### config.mk
export PLATFORM = sky130hd
export DESIGN_NAME = xint_unit
export DESIGN_NICKNAME = d
export VERILOG_FILES = /design/src/rtl/xint_pkg.sv /design/src/rtl/xint_pin_filter.sv /design/src/rtl/xint_catcher.sv /design/src/rtl/xint_ctrl_regs.sv /design/src/rtl/xint_unit.sv
export SDC_FILE = /design/constraint.sdc
export NUM_CORES = 1
export LEC_CHECK = 0
export ABC_AREA = 1
export BUFFER_PORTS_ARGS = -buffer_cell sky130_fd_sc_hd__clkbuf_2
export CAP_MARGIN = 20
export CELL_PAD_IN_SITES_DETAIL_PLACEMENT = 1
export CELL_PAD_IN_SITES_GLOBAL_PLACEMENT = 1
export CORE_UTILIZATION = 40
export DETAILED_ROUTE_END_ITERATION = 12
export PLACE_DENSITY_LB_ADDON = 0.1
export REMOVE_ABC_BUFFERS = 1
export SYNTH_ARGS = -nofsm -noshare
export SYNTH_HDL_FRONTEND = slang
export SYNTH_HIERARCHICAL = 1
export SYNTH_SLANG_ARGS = --single-unit
export TNS_END_PERCENT = 20
### constraint.sdc
create_clock -name clk -period 1.3 [get_ports clk]
set_input_delay 0.13 -clock clk [delete_from_list [all_inputs] [get_ports clk]]
set_output_delay 0.13 -clock clk [all_outputs]
set_load 0.05 [all_outputs]
### src/rtl/xint_pkg.sv
package xint_pkg;

    typedef enum logic [1:0] {
        FLT_LOW,
        FLT_TO_HIGH,
        FLT_HIGH,
        FLT_TO_LOW
    } flt_state_t;

    typedef enum logic {
        CAT_IDLE,
        CAT_HELD
    } cat_state_t;

    // bit 1 selects rising edges, bit 0 selects falling edges
    typedef struct packed {
        logic rise;
        logic fall;
    } edge_mode_t;

    localparam int CFG_BITS = 6;

endpackage

### src/rtl/xint_pin_filter.sv
module xint_pin_filter
    import xint_pkg::*;
#(
    parameter int SYNC_STAGES = 2,
    parameter int HOLD_CLKS   = 3
) (
    input  logic clk,
    input  logic rst_n,
    input  logic pin,
    output logic level
);
    localparam int CW = $clog2(HOLD_CLKS + 1);
    localparam logic [CW-1:0] LAST = CW'(HOLD_CLKS - 1);

    logic [SYNC_STAGES-1:0] sync_q;
    logic                   smp;
    flt_state_t             state_q, state_d;
    logic [CW-1:0]          cnt_q, cnt_d;

    always_ff @(posedge clk or negedge rst_n) begin
        if (!rst_n) sync_q <= '0;
        else        sync_q <= {sync_q[SYNC_STAGES-2:0], pin};
    end

    assign smp = sync_q[SYNC_STAGES-1];

    always_ff @(posedge clk or negedge rst_n) begin
        if (!rst_n) begin
            state_q <= FLT_LOW;
            cnt_q   <= '0;
        end else begin
            state_q <= state_d;
            cnt_q   <= cnt_d;
        end
    end

    always_comb begin
        state_d = state_q;
        cnt_d   = cnt_q;
        unique case (state_q)
            FLT_LOW: begin
                if (smp) begin
                    state_d = FLT_TO_HIGH;
                    cnt_d   = CW'(1);
                end
            end
            FLT_TO_HIGH: begin
                if (!smp)             state_d = FLT_LOW;
                else if (cnt_q == LAST) state_d = FLT_HIGH;
                else                  cnt_d   = cnt_q + CW'(1);
            end
            FLT_HIGH: begin
                if (!smp) begin
                    state_d = FLT_TO_LOW;
                    cnt_d   = CW'(1);
                end
            end
            FLT_TO_LOW: begin
                if (smp)              state_d = FLT_HIGH;
                else if (cnt_q == LAST) state_d = FLT_LOW;
                else                  cnt_d   = cnt_q + CW'(1);
            end
            default: state_d = FLT_LOW;
        endcase
    end

    always_comb begin
        level = (state_q == FLT_HIGH) || (state_q == FLT_TO_LOW);
    end

endmodule

### src/rtl/xint_catcher.sv
module xint_catcher
    import xint_pkg::*;
(
    input  logic       clk,
    input  logic       rst_n,
    input  logic       level,
    input  edge_mode_t mode,
    input  logic       clr,
    output logic       edge_hit,
    output logic       caught
);
    logic       prev_q;
    cat_state_t state_q, state_d;

    always_ff @(posedge clk or negedge rst_n) begin
        if (!rst_n) prev_q <= 1'b0;
        else        prev_q <= level;
    end

    assign edge_hit = (mode.rise &  level & ~prev_q) |
                      (mode.fall & ~level &  prev_q);

    always_ff @(posedge clk or negedge rst_n) begin
        if (!rst_n) state_q <= CAT_IDLE;
        else        state_q <= state_d;
    end

    always_comb begin
        state_d = state_q;
        unique case (state_q)
            CAT_IDLE: if (edge_hit)         state_d = CAT_HELD;
            CAT_HELD: if (clr && !edge_hit) state_d = CAT_IDLE;
            default:                        state_d = CAT_IDLE;
        endcase
    end

    always_comb begin
        caught = (state_q == CAT_HELD);
    end

endmodule

### src/rtl/xint_ctrl_regs.sv
module xint_ctrl_regs
    import xint_pkg::*;
#(
    parameter int              NCH       = 2,
    parameter int              ADDR_W    = 8,
    parameter logic [ADDR_W-1:0] BASE_ADDR = 8'h98
) (
    input  logic                    clk,
    input  logic                    rst_n,
    input  logic [ADDR_W-1:0]       bus_addr,
    input  logic                    bus_wr,
    input  logic [7:0]              bus_wdata,
    output logic [7:0]              bus_rdata,
    output logic [NCH*CFG_BITS-1:0] cfg_flat
);
    logic [CFG_BITS-1:0] cfg_q [NCH];
    wire unused_top_bits = ^bus_wdata[7:CFG_BITS];

    always_ff @(posedge clk or negedge rst_n) begin
        if (!rst_n) begin
            for (int c = 0; c < NCH; c++) cfg_q[c] <= '0;
        end else if (bus_wr) begin
            for (int c = 0; c < NCH; c++)
                if (bus_addr == BASE_ADDR + ADDR_W'(c))
                    cfg_q[c] <= bus_wdata[CFG_BITS-1:0];
        end
    end

    always_comb begin
        bus_rdata = '0;
        for (int c = 0; c < NCH; c++)
            if (bus_addr == BASE_ADDR + ADDR_W'(c))
                bus_rdata = {{(8-CFG_BITS){1'b0}}, cfg_q[c]};
    end

    for (genvar c = 0; c < NCH; c++) begin : g_flat
        assign cfg_flat[c*CFG_BITS +: CFG_BITS] = cfg_q[c];
    end

endmodule

### src/rtl/xint_unit.sv
module xint_unit
    import xint_pkg::*;
#(
    parameter int                NCH         = 2,
    parameter int                ADDR_W      = 8,
    parameter logic [ADDR_W-1:0] BASE_ADDR   = 8'h98,
    parameter int                SYNC_STAGES = 2,
    parameter int                HOLD_CLKS   = 3
) (
    input  logic              clk,
    input  logic              rst_n,
    input  logic [ADDR_W-1:0] bus_addr,
    input  logic              bus_wr,
    input  logic [7:0]        bus_wdata,
    output logic [7:0]        bus_rdata,
    input  logic [NCH-1:0]    ext_lo,
    input  logic [NCH-1:0]    ext_hi,
    input  logic [NCH-1:0]    irq_ack,
    output logic [NCH-1:0]    irq_req,
    output logic [2*NCH-1:0]  irq_pri
);
    localparam int NPIN = 2 * NCH;

    logic [NCH*CFG_BITS-1:0] cfg;
    logic [NPIN-1:0]         level;
    logic [NPIN-1:0]         edge_hit;
    logic [NPIN-1:0]         caught;

    xint_ctrl_regs #(
        .NCH(NCH), .ADDR_W(ADDR_W), .BASE_ADDR(BASE_ADDR)
    ) u_regs (
        .clk(clk), .rst_n(rst_n), .bus_addr(bus_addr), .bus_wr(bus_wr),
        .bus_wdata(bus_wdata), .bus_rdata(bus_rdata), .cfg_flat(cfg)
    );

    for (genvar c = 0; c < NCH; c++) begin : g_ch
        for (genvar p = 0; p < 2; p++) begin : g_pin
            localparam int IDX = 2*c + p;
            localparam int MSB = c*CFG_BITS + 2 + 2*p;
            logic       pin_w;
            edge_mode_t mode_w;

            assign pin_w  = (p == 1) ? ext_hi[c] : ext_lo[c];
            assign mode_w = edge_mode_t'(cfg[MSB +: 2]);

            xint_pin_filter #(
                .SYNC_STAGES(SYNC_STAGES), .HOLD_CLKS(HOLD_CLKS)
            ) u_flt (
                .clk(clk), .rst_n(rst_n), .pin(pin_w), .level(level[IDX])
            );

            xint_catcher u_cat (
                .clk(clk), .rst_n(rst_n), .level(level[IDX]), .mode(mode_w),
                .clr(irq_ack[c]), .edge_hit(edge_hit[IDX]), .caught(caught[IDX])
            );
        end
    end

    always_comb begin
        for (int c = 0; c < NCH; c++) begin
            irq_pri[2*c +: 2] = cfg[c*CFG_BITS +: 2];
            irq_req[c]        = (caught[2*c] | caught[2*c+1]) &&
                                (cfg[c*CFG_BITS +: 2] != 2'b00);
        end
    end

endmodule


==> impl_results.md <==
* Status: finished, final reports clean
* Worst EP required at 1170 ps
* Int Power at 2.62 mW
* CTS Buffer Depth at 2
* CP arrival at 1100 ps
* Final core occ at 0.512
* DP HPWL at 3200 um
* Crit Path Category: reg2out
* Vias in the first global route at 1663
* Clk pwr share at 0.261
* Initial cell density of the core at 0.428
* Sw power at 1.29 mW
* Max FO, Critical Path at 3
* Share of power burned in registers at 0.499
* Post-Place Worst Slack at 20.6 ps
* Avg WL per Cell at 11.9 um
* Syn Area/Cell at 8.39 sq um
* Crit-path cells: nand3_1, nand2_1, buf_4
* R2R setup slack at 170 ps
* Max-cap violations at 0
* Boundary Pins at 39
* CTS tree: done
* Net Sw Frac at 0.330
* Hold Fails Final Rpt at 0
* Max VDD drop at 0.913 mV
* Port bufs at 34
* Iter 0 DRT Violations at 61
* Yosys warnings at 6
* Drt pass-1 iters at 4
* DRC errors left at 0
* Count of pins over their slew limit at 0
* Multi-input logic area at 754 sq um
* Placed cell count at 343
* Worst path slowest cell: dfrtp_1
* Cell Rows at 25
* Die Ht at 74.0 um
* Logic pwr share at 0.240
* Gpl congestion at 0.682
* Hold path start: bus_wdata[1]
* Fin crit share at 0.950
* Htree depth at 2
* GR Overflow Total at 0
* Largest net degree at the start of global routing at 45
* Mapped cell area at 2070 sq um
* Initial antenna violation count at 0
* RSZ-0062 raised after global routing: yes
* P per Cell Area at 1570 nW/um^2
* Post-Route WL at 4220 um
* Layout cell share with drive strength beyond 1 at 0.211
* Mapped Cells at 247
* Setup violators final at 0
* Finished Layout Cells at 356
* Clock Skew at 4.95 ps
* Worst setup SP type: flop
* Nets@finish at 317
* Clock Root Buffer: clkbuf_8
* Vias at 1667
* Crit path from: u_regs/cfg_flat[8]
* First-pass GRT wire length at 7250 um
* P&R area growth vs syn at 19.7%
* Hold slack at 92.9 ps
* GRT Total Usage at 0.173
* Vias/cell at 4.68
* Worst-path clk slew at 80 ps
* Cts bufs inserted at 5
* Die area at 5480 sq um
* Clock sink total at 44
* Seq. cell area at 1100 sq um
* Postcts setup bufs at 0
* Crit. End Element: primary output
* Worst Hold Class: in2reg
* Max Freq at 810 MHz
* Fin worst setup slack at 65.2 ps
* Max incr delay on CP at 390 ps
* Crit path time final at 1230 ps
* Die W at 74.0 um
* Clk Latency, worst-skew pair at 290 ps
* Post-route ant nets at 0
* ANT cells at 0
* PnR Total Power at 3.91 mW
* Fillers at 603
* Reg2reg start: g_ch[1].g_pin[0].u_flt/cnt_q[0]
* Core ar. at 4850 sq um
* Leakage at 1.39 nW
-- worst paths after layout --
path                                               endpoint  cells after the start
hold reg to reg            g_ch[0].g_pin[0].u_flt/sync_q[1]                      0
setup reg to reg            g_ch[1].g_pin[0].u_flt/cnt_q[1]                      6
min in group asynchronous                u_regs/cfg_flat[7]                      3
hold / removal                           u_regs/cfg_flat[1]                      3
setup / recovery                               bus_rdata[2]                      3
max in group asynchronous                u_regs/cfg_flat[2]                      3
-- placed cells by master (no fill, tap or decap), types with 2 or more instances in the layout --
cell type,n
nor2_4,3
o21ai_0,4
nand3_1,26
dfrtp_1,44
inv_1,39
conb_1,2
clkbuf_4,5
nand2_1,76
nand4_1,14
clkbuf_2,26
nand2_2,6
ha_1,4
buf_4,5
clkbuf_8,5
nor2_1,14
dlygate4sd3_1,5
nand3_2,5
-- per-layer routing --
metal,track usage,vias to the layer above,wire [um]
met5,0,-,0
met4,0.0321,0,12
met3,0.0447,2,166
met2,0.300,40,2010
met1,0.221,778,2030
li1,-,847,-
-- worst max-delay path, delay by kind of cell, from the launching register on --
| family | cells | cell delay (ps) |
|---|---|---|
| buffers and inverters | 1 | 200 |
| flip-flops | 1 | 390 |
| AND/OR/NAND/NOR | 2 | 220 |
-- layout make-up --
class                           instances  share of cell area
Multi-Input combinational cell        154               0.304
Tap cell                               67              0.0338
Clock inverter                          3              0.0171
Inverter                               40              0.0605
Sequential cell                        44               0.444
Timing Repair Buffer                   43               0.113
Clock buffer                            5              0.0277
-- what timing repair did --
item / 4_1_cts / 5_1_grt
setup endpoints to repair: 1 / 8
hold buffers: 5 / 0
resized for setup: 1 / 15
endpoints found under the hold margin: 48 / 0
-- stage by stage --
stage | TNS [ps] | cell area [sq um]
4_1_cts | 0 | 2470
5_1_grt | -18.8 | 2480
3_3_place_gp | 0 | 2300
3_5_place_dp | 0 | 2300
2_1_floorplan | -449 | 2010
6_report | 0 | 2480
-- power groups by stage --
| stage | Clock, mW | Combinational, mW | Sequential, mW |
|---|---|---|---|
| final | 1.02 | 0.938 | 1.95 |
| after global routing | 1.11 | 1.10 | 2.00 |
| after CTS | 1.06 | 0.960 | 1.96 |
| after detailed placement | 0 | 0.927 | 1.98 |
| after global placement | 0 | 0.879 | 1.96 |
| after floorplan | 0 | 0.673 | 1.93 |
-- registers in the layout, indices dropped and copies added, names as in the netlist, named ones only --
name                      cells
g_ch.g_pin.u_flt/state_q      4
g_ch.g_pin.u_flt/cnt_q        8
g_ch.g_pin.u_flt/sync_q       8
g_ch.g_pin.u_cat/prev_q       4
u_regs/cfg_flat              12
g_ch.g_pin.u_cat/caught       4
(Power assumes the default switching activity.)
